$ cat src/rtl/hz_pkg.sv
package hz_pkg;
  typedef enum logic [2:0] {
    CLS_ALU       = 3'd0,
    CLS_LOAD      = 3'd1,
    CLS_MUL       = 3'd2,
    CLS_MAC       = 3'd3,
    CLS_DIV       = 3'd4,
    CLS_STORE     = 3'd5,
    CLS_BRANCH    = 3'd6,
    CLS_ALU_SHIFT = 3'd7
  } iclass_e;

  // result only available at end of MM
  function automatic logic is_late_producer(iclass_e c);
    return (c == CLS_LOAD) || (c == CLS_MUL) || (c == CLS_MAC) || (c == CLS_DIV);
  endfunction

  function automatic logic is_multicycle(iclass_e c);
    return c == CLS_DIV;
  endfunction
endpackage

$ cat src/rtl/hz_ex_track.sv
module hz_ex_track import hz_pkg::*; #(
  parameter int RW      = 5,
  parameter int DIV_CYC = 34,
  localparam int CW     = (DIV_CYC > 2) ? $clog2(DIV_CYC) : 1
) (
  input  logic          clk_i,
  input  logic          rst_ni,
  input  logic          bubble_i,
  input  logic          ii_valid_i,
  input  logic [2:0]    ii_cls_i,
  input  logic [RW-1:0] ii_dst_i,
  input  logic          ii_dst_vld_i,
  output logic          ex_vld_o,
  output logic          ex_late_o,
  output logic [RW-1:0] ex_dst_o,
  output logic          ex_dst_vld_o,
  output logic          busy_o
);
  logic [CW-1:0] cnt_q;
  iclass_e       cls_q;

  assign busy_o    = (cnt_q != '0);
  assign ex_late_o = is_late_producer(cls_q);

  always_ff @(posedge clk_i or negedge rst_ni) begin
    if (!rst_ni) begin
      cnt_q        <= '0;
      cls_q        <= CLS_ALU;
      ex_vld_o     <= 1'b0;
      ex_dst_o     <= '0;
      ex_dst_vld_o <= 1'b0;
    end else if (busy_o) begin
      cnt_q <= cnt_q - 1'b1;
    end else if (bubble_i) begin
      ex_vld_o     <= 1'b0;
      ex_dst_vld_o <= 1'b0;
    end else begin
      ex_vld_o     <= ii_valid_i;
      cls_q        <= iclass_e'(ii_cls_i);
      ex_dst_o     <= ii_dst_i;
      ex_dst_vld_o <= ii_valid_i & ii_dst_vld_i;
      cnt_q        <= (ii_valid_i && is_multicycle(iclass_e'(ii_cls_i)))
                      ? CW'(DIV_CYC - 1) : '0;
    end
  end
endmodule

$ cat src/rtl/hz_dep_match.sv
module hz_dep_match #(
  parameter int RW   = 5,
  parameter int NSRC = 3
) (
  input  logic [NSRC*RW-1:0] src_i,
  input  logic [NSRC-1:0]    src_vld_i,
  input  logic [NSRC-1:0]    src_late_i,
  input  logic [RW-1:0]      dst_i,
  input  logic               dst_vld_i,
  output logic               hit_o
);
  logic [NSRC-1:0] hit_v;
  logic            dst_ok;

  assign dst_ok = dst_vld_i && (dst_i != '0);

  for (genvar k = 0; k < NSRC; k++) begin : g_src
    // late-read operands are covered by MM/WB forwarding
    assign hit_v[k] = dst_ok && src_vld_i[k] && !src_late_i[k] &&
                      (src_i[k*RW +: RW] == dst_i);
  end

  assign hit_o = |hit_v;
endmodule

$ cat src/rtl/load_use_interlock.sv
module load_use_interlock #(
  parameter int RW      = 5,
  parameter int NSRC    = 3,
  parameter int DIV_CYC = 34
) (
  input  logic               clk_i,
  input  logic               rst_ni,
  input  logic               ii_valid_i,
  input  logic [2:0]         ii_cls_i,
  input  logic [RW-1:0]      ii_dst_i,
  input  logic               ii_dst_vld_i,
  input  logic [NSRC*RW-1:0] ii_src_i,
  input  logic [NSRC-1:0]    ii_src_vld_i,
  input  logic [NSRC-1:0]    ii_src_late_i,
  output logic               stall_o,
  output logic               bubble_o
);
  logic          ex_vld, ex_late, ex_dst_vld, ex_busy, dep_hit, lu_stall;
  logic [RW-1:0] ex_dst;

  hz_ex_track #(.RW(RW), .DIV_CYC(DIV_CYC)) u_ex (
    .clk_i       (clk_i),
    .rst_ni      (rst_ni),
    .bubble_i    (lu_stall),
    .ii_valid_i  (ii_valid_i),
    .ii_cls_i    (ii_cls_i),
    .ii_dst_i    (ii_dst_i),
    .ii_dst_vld_i(ii_dst_vld_i),
    .ex_vld_o    (ex_vld),
    .ex_late_o   (ex_late),
    .ex_dst_o    (ex_dst),
    .ex_dst_vld_o(ex_dst_vld),
    .busy_o      (ex_busy)
  );

  hz_dep_match #(.RW(RW), .NSRC(NSRC)) u_dep (
    .src_i     (ii_src_i),
    .src_vld_i (ii_src_vld_i),
    .src_late_i(ii_src_late_i),
    .dst_i     (ex_dst),
    .dst_vld_i (ex_dst_vld),
    .hit_o     (dep_hit)
  );

  // divide hold wins over load-use
  assign lu_stall = ii_valid_i && ex_vld && ex_late && !ex_busy && dep_hit;
  assign stall_o  = ex_busy | lu_stall;
  assign bubble_o = lu_stall;
endmodule


$ cat config.mk
export PLATFORM = sky130hd
export DESIGN_NAME = load_use_interlock
export DESIGN_NICKNAME = d
export VERILOG_FILES = /design/src/rtl/hz_pkg.sv /design/src/rtl/hz_ex_track.sv /design/src/rtl/hz_dep_match.sv /design/src/rtl/load_use_interlock.sv
export SDC_FILE = /design/constraint.sdc
export NUM_CORES = 1
export LEC_CHECK = 0
export BUFFER_PORTS_ARGS = -buffer_cell sky130_fd_sc_hd__buf_2
export CORE_MARGIN = 2
export CORE_UTILIZATION = 50
export DETAILED_ROUTE_END_ITERATION = 16
export PLACE_DENSITY = 0.88
export SLEW_MARGIN = 30
export SYNTH_ARGS = -nofsm -noshare
export SYNTH_HDL_FRONTEND = slang
export SYNTH_SLANG_ARGS = --single-unit
$ cat constraint.sdc
create_clock -name clk_i -period 3 [get_ports clk_i]
set_clock_uncertainty 0.1 [all_clocks]
set_input_delay 0.3 -clock clk_i [delete_from_list [all_inputs] [get_ports clk_i]]
set_output_delay 0.3 -clock clk_i [all_outputs]
set_load 0.05 [all_outputs]
# --- Word-level counts from Yosys, hierarchy flattened ---
# Index checks and enable logic that the tools add are counted.
totals:
  regBits: 16
  latch_bits: 0
  ram_bits: 0
  mem_bits_ro: 0
  in_bits: 33
  output_inout_bits: 2
  mem_count: 0
op_classes:
  add_sub_neg: 1
  mul: 0
  div_mod_pow: 0
  order_cmp: 0
  n_eq_ne: 9
  shifts: 0
  n_mux: 5
  n_bitwise: 4
  n_reduce_logical: 26
ops:
  columns: ["op", "count"]
  rows:
  - ["two-way mux 6 bit", 3]
  - ["equality test 5 bit", 3]
  - ["logical AND 1 bit", 15]
  - ["equality test 3 x 2 -> 1 bit (second input constant)", 2]
  - ["equality test 3 bit (second input constant)", 2]
  - ["nonzero test 6 bit", 1]
  - ["subtractor 6 x 1 -> 6 bit (second input constant)", 1]
  - ["nonzero test 5 bit", 1]
  - ["logical NOT 1 bit", 4]
  - ["equality test 3 x 1 -> 1 bit (second input constant)", 1]
  - ["logical OR 1 bit", 3]
  - ["OR reduction 3 bit", 1]
  - ["two-way mux 1 bit", 2]
  - ["!= test 2 bit (second input constant)", 1]
  - ["NOT 1 bit", 2]
  - ["AND reduction 2 bit", 1]
  - ["AND 1 bit", 1]
  - ["OR 1 bit", 1]

# --- Longest topological paths before layout ---
logic_depth:
  depth_word: 9
  depth_mapped: 10
  ltp_nobuf: 7

# --- By module ---
# A second synthesis with hierarchy kept.
hier_totals:
  hier_cells: 85
  area_unflattened_um2: 1001.0
modules_own_cells:
  columns: ["mod", "n_inst", "cells_each", "area_per_inst_um2"]
  rows:
  - ["hz_ex_track", 1, 58, 783.3]
  - ["hz_dep_match", 1, 24, 201.4]
  - ["load_use_interlock", 1, 3, 16.3]

# --- Worst setup path after synthesis ---
# No wires, ideal clock.
synth_timing:
  path_type: "register to output"
  from: "reg u_ex.cnt_q[0]"
  to: "out stall_o"
  t_arrival_ns: 2.217
  required_time_ns: 2.600
  path_slack_ns: 0.383
  path_stages_with_launch: 9
  path_buffers: 1
  path_cell_list: "dfrtp_1 -> inv_1 -> ha_1 -> nor3b_2 -> and4_1 -> clkbuf_2 -> nand2_1 -> a21oi_4 -> nand2b_1"
synth_between:
  elab_chain_cells: 5
synth_lines:
  columns: ["element", "line", "source"]
  rows:
  - ["start: declaration", "hz_ex_track.sv:19", "logic [CW-1:0] cnt_q;"]
  - ["start signal: assignment", "hz_ex_track.sv:33", "cnt_q <= cnt_q - 1'b1;"]
  - ["start signal: assignment", "hz_ex_track.sv:42", "cnt_q <= (ii_valid_i && is_multicycle(iclass_e'(ii_cls_i)))"]
  - ["nonzero test 6 bit", "hz_ex_track.sv:22", "assign busy_o = (cnt_q != '0);"]
  - ["logical NOT 1 bit", "load_use_interlock.sv:46", "assign lu_stall = ii_valid_i && ex_vld && ex_late && !ex_busy && dep_hit;"]
  - ["logical AND 1 bit (2 in a row)", "load_use_interlock.sv:46", null]
  - ["via bubble_o", "load_use_interlock.sv:16", "output logic bubble_o"]
  - ["OR 1 bit", "load_use_interlock.sv:47", "assign stall_o = ex_busy | lu_stall;"]
  - ["end: declaration", "load_use_interlock.sv:15", "output logic stall_o,"]
# The timed path passes the listed nets, and every way through them passes these cells.

# --- Worst setup path in the final report ---
layout_timing:
  from: "reg u_ex.ex_dst_o[3]"
  to: "out stall_o"
layout_between:
  elab_chain_cells: 8
  elab_cells_between_ends: 17
  cone_classes: "3 x eq/ne; 1 x bitwise; 13 x reduce/logical"
layout_lines:
  columns: ["element", "line", "source"]
  rows:
  - ["start: declaration", "hz_ex_track.sv:15", "output logic [RW-1:0] ex_dst_o,"]
  - ["start signal: assignment", "hz_ex_track.sv:40", "ex_dst_o <= ii_dst_i;"]
  - ["nonzero test 5 bit", "hz_dep_match.sv:15", "assign dst_ok = dst_vld_i && (dst_i != '0);"]
  - ["logical AND 1 bit", "hz_dep_match.sv:15", null]
  - ["logical AND 1 bit (3 in a row)", "hz_dep_match.sv:19", "assign hit_v[k] = dst_ok && src_vld_i[k] && !src_late_i[k] &&"]
  - ["OR reduction 3 bit *", "hz_dep_match.sv:23", "assign hit_o = |hit_v;"]
  - ["logical AND 1 bit *", "load_use_interlock.sv:46", null]
  - ["OR 1 bit *", "load_use_interlock.sv:47", null]
# Mark *: on every way between the ends. The rest lies on a longest branch, timed or not.

==> out/metrics.cfg <==
[grt]
groute.usage.overall = 0.210
globalRouteOverflowTotal = 0
grt_max_degree = 18
antenna_found_initial = 0
grt_pass1_vias = 1248
grt_pass1_wl_mm = 5.20

[power_and_ir_drop]
sequentialPowerShare = 0.392
internal_power_uw = 692
comb_power_share = 0.492
vdd_ir_drop_max_uv = 698
power.switching_uw = 572
static-leakage-power_nw = 0.591
clockPowerShare = 0.115
power_density_nw_per_um2 = 844
swShare = 0.453

[hold_path]
tightest_hold_check_type = input port to flip-flop
holdPathStages = 3

[worst_setup_path]
critical_path.cell_chain = xor2_1 > nor4_1 > a22oi_2 > a21oi_4 > nand2b_1 > buf_2
crit_end = stall_o
crit_path_start = u_ex.ex_dst_o[3]
worst-endpoint-required_ps = 2600
r2r-end = u_ex.ex_dst_o[1]
cp_max_delay_cell = dfrtp_1
setup.worst_path.end_class = output port
regToRegSetupSlack_ps = 740
critical_path.max_stage_delay_ps = 510
critical_path.top_delay_family = compound AO/OA/AOI/OAI gates
r2r_cells = 8
critPathLaunchType = flip-flop
kind_of_critical_path = flip-flop to output port
worst_r2r_startpoint = u_ex.cnt_q[0]
stages_on_the_worst_setup_path = 6
crit_fanout = 17
timing.critical_path.buf_inv = 1
worst_ep_arrival_time_ps = 2390

[route]
finalWirelength_mm = 3.05
route.vias.total = 1272
avgViaCountPerCell = 6.17
final_antenna_net_count = 0
drtIter0Drc = 50
wl_per_cell_um = 14.8
dr_drc_count = 0
detailedRoute.firstPassIterationCount = 4

[clocking]
post_cts.resized_instances = 0
tritoncts.num_buffers = 3
path_clk_slew_ps = 90
clock_tree.htree_level_count = 1
clkLatencyLatePin_ps = 290
cts.sink_count = 16
cts_tree = built
root_buffer = clkbuf_4
ctsLongestPathBuffers = 2

[final_layout]
synthToLayoutAreaGrowth_pct = 13.2
drive_above_1_share = 0.284
design.final.nets = 211
layout_common_cells = 34 x buf_2, 16 x dfrtp_1, 15 x xor2_1
final_cell_count_no_fill = 206
count_of_antenna_diodes_in_the_layout = 0
layout.cells.most_common = buf_2
fin_util = 0.599
fillers = 226

[floorplanning]
chipWidth_um = 55.4
io_pins = 35
die_area_um2 = 3070
core.rowCount = 18
core_um2 = 2500
floorplan.die.height_um = 55.4
initial_utilization = 0.529

[synth]
syn_inst = 149
synth.yosys.warnings = 0
synth_seq_area_share = 0.303
yosys.cell_types.count = 43
synth_nets = 183
avgSynthCellArea_um2 = 8.88
asyncSetResetFlopFracSynth = 1.00
dominantRegCellSynth = dfrtp_1
syn-cell-area_um2 = 1320
synth.ff_latch_count = 16
number_of_synthesized_flops_with_an_enable_pin = 0

[timing]
slew_headroom = 0.456
period_minus_slack_ps = 2790
maxSlewViolCount = 0
timing_worst_slew_pin_value_ps = 816
final_layout_worst_hold_slack_ps = 148
setup_viols_final = 0
final.setup.tns_ps = 0
maximum_clock_frequency_ghz = 0.358
rsz0062_at_grt = no
timing.final.crit_share = 0.930
hold_viol_final = 0

[outcome]
run_status = completed

[placement]
portBuffers = 34
dp_cells = 201
finalWeightedCongestion = 0.866
place_hpwl_mm = 2.36

[job]
max_cap_violations = 0

## how the worst min path moves through the flow
stage                       from  slack [ps]                 to
floorplan                 rst_ni        -100      u_ex.cls_q[0]
global placement          rst_ni         120      u_ex.cls_q[2]
detailed placement        rst_ni         130      u_ex.cnt_q[5]
CTS                 ii_dst_vld_i         150  u_ex.ex_dst_vld_o
global route        ii_dst_vld_i         140  u_ex.ex_dst_vld_o
finish              ii_dst_vld_i         150  u_ex.ex_dst_vld_o
## synthesized netlist by cell type (2+ instances only)
master,n,area share
a21oi_1,9,0.034
a311oi_1,7,0.046
and2_1,9,0.043
buf_2,2,0.0076
buf_4,3,0.017
buf_6,2,0.017
clkbuf_1,5,0.014
dfrtp_1,16,0.30
inv_1,4,0.011
nand2_1,11,0.031
nand3_1,10,0.038
nand4_1,9,0.043
nor2_1,5,0.014
nor3_1,2,0.0076
nor3b_1,3,0.017
nor4_1,2,0.0095
o211ai_1,7,0.040
o21ai_0,3,0.011
or4_1,2,0.011
xor2_1,15,0.099
## power by group through the flow
| stage | clock, mW | combinational, mW | sequential, mW |
|---|---|---|---|
| 3_5_place_dp | 0 | 0.621 | 0.500 |
| 4_1_cts | 0.146 | 0.626 | 0.495 |
| 2_1_floorplan | 0 | 0.611 | 0.393 |
| 5_1_grt | 0.164 | 0.698 | 0.513 |
| 6_report | 0.146 | 0.622 | 0.496 |
| 3_3_place_gp | 0 | 0.593 | 0.489 |
## cell families (layout without fill, tap and decap cells)
logic type | Yosys count | after routing | share of synthesized area
AO/OA/AOI/OAI | 36 | 36 | 0.213
multiplexers | 2 | 2 | 0.0161
adder cells (fa/ha/maj) | 1 | 1 | 0.00946
XOR/XNOR | 15 | 15 | 0.0993
flip-flops | 16 | 16 | 0.303
AND/OR/NAND/NOR | 61 | 61 | 0.277
buffers and inverters | 18 | 45 | 0.0823
## metal layers
metal | GRT usage | share of wire | wire (um) | vias to the layer above
li1 | - | - | - | 603
met1 | 0.244 | 0.40 | 1220 | 597
met2 | 0.364 | 0.50 | 1530 | 65
met3 | 0.0375 | 0.080 | 244 | 7
met4 | 0.111 | 0.020 | 62 | 0
met5 | 0 | 0 | 0 | -
## cell type report
type / instances / area [um2] / area share
multi-input cells: 115 / 813 / 0.543
flip-flops and latches: 16 / 400 / 0.267
clock buffers: 4 / 36.3 / 0.0242
inverters: 4 / 15.0 / 0.0100
well taps: 30 / 37.5 / 0.0251
repair buffers: 37 / 195 / 0.130
## flip-flops by register name, summed over array words and instances, names as in the netlist
register,cells
u_ex.ex_dst_o,5
u_ex.ex_dst_vld_o,1
u_ex.ex_vld_o,1
u_ex.cnt_q,6
u_ex.cls_q,3
## per-stage QoR
| step | total power [mW] | setup slack, ps | area, um2 |
|---|---|---|---|
| after detailed placement | 1.12 | 540 | 1450 |
| after CTS | 1.27 | 204 | 1500 |
| final | 1.26 | 209 | 1500 |
| after floorplan | 1.00 | 383 | 1320 |
| after global placement | 1.08 | 591 | 1450 |
| after global routing | 1.38 | 7.67 | 1500 |
## what timing repair did
item | in CTS | in global routing
hold buffers | 1 | 0
endpoints found under the hold margin | 16 | 0
endpoints found under the setup margin | 0 | 0
buffers inserted | 0 | 0
## worst register-to-register path: cells and delay by family (launching register included)
family	cells	cell delay, ps
flip-flops	1	430
buffers and inverters	2	280
adder cells (fa/ha/maj)	1	200
AO/OA/AOI/OAI	2	360
AND/OR/NAND/NOR	3	770
No activity file was read; power rests on OpenSTA's default activity.
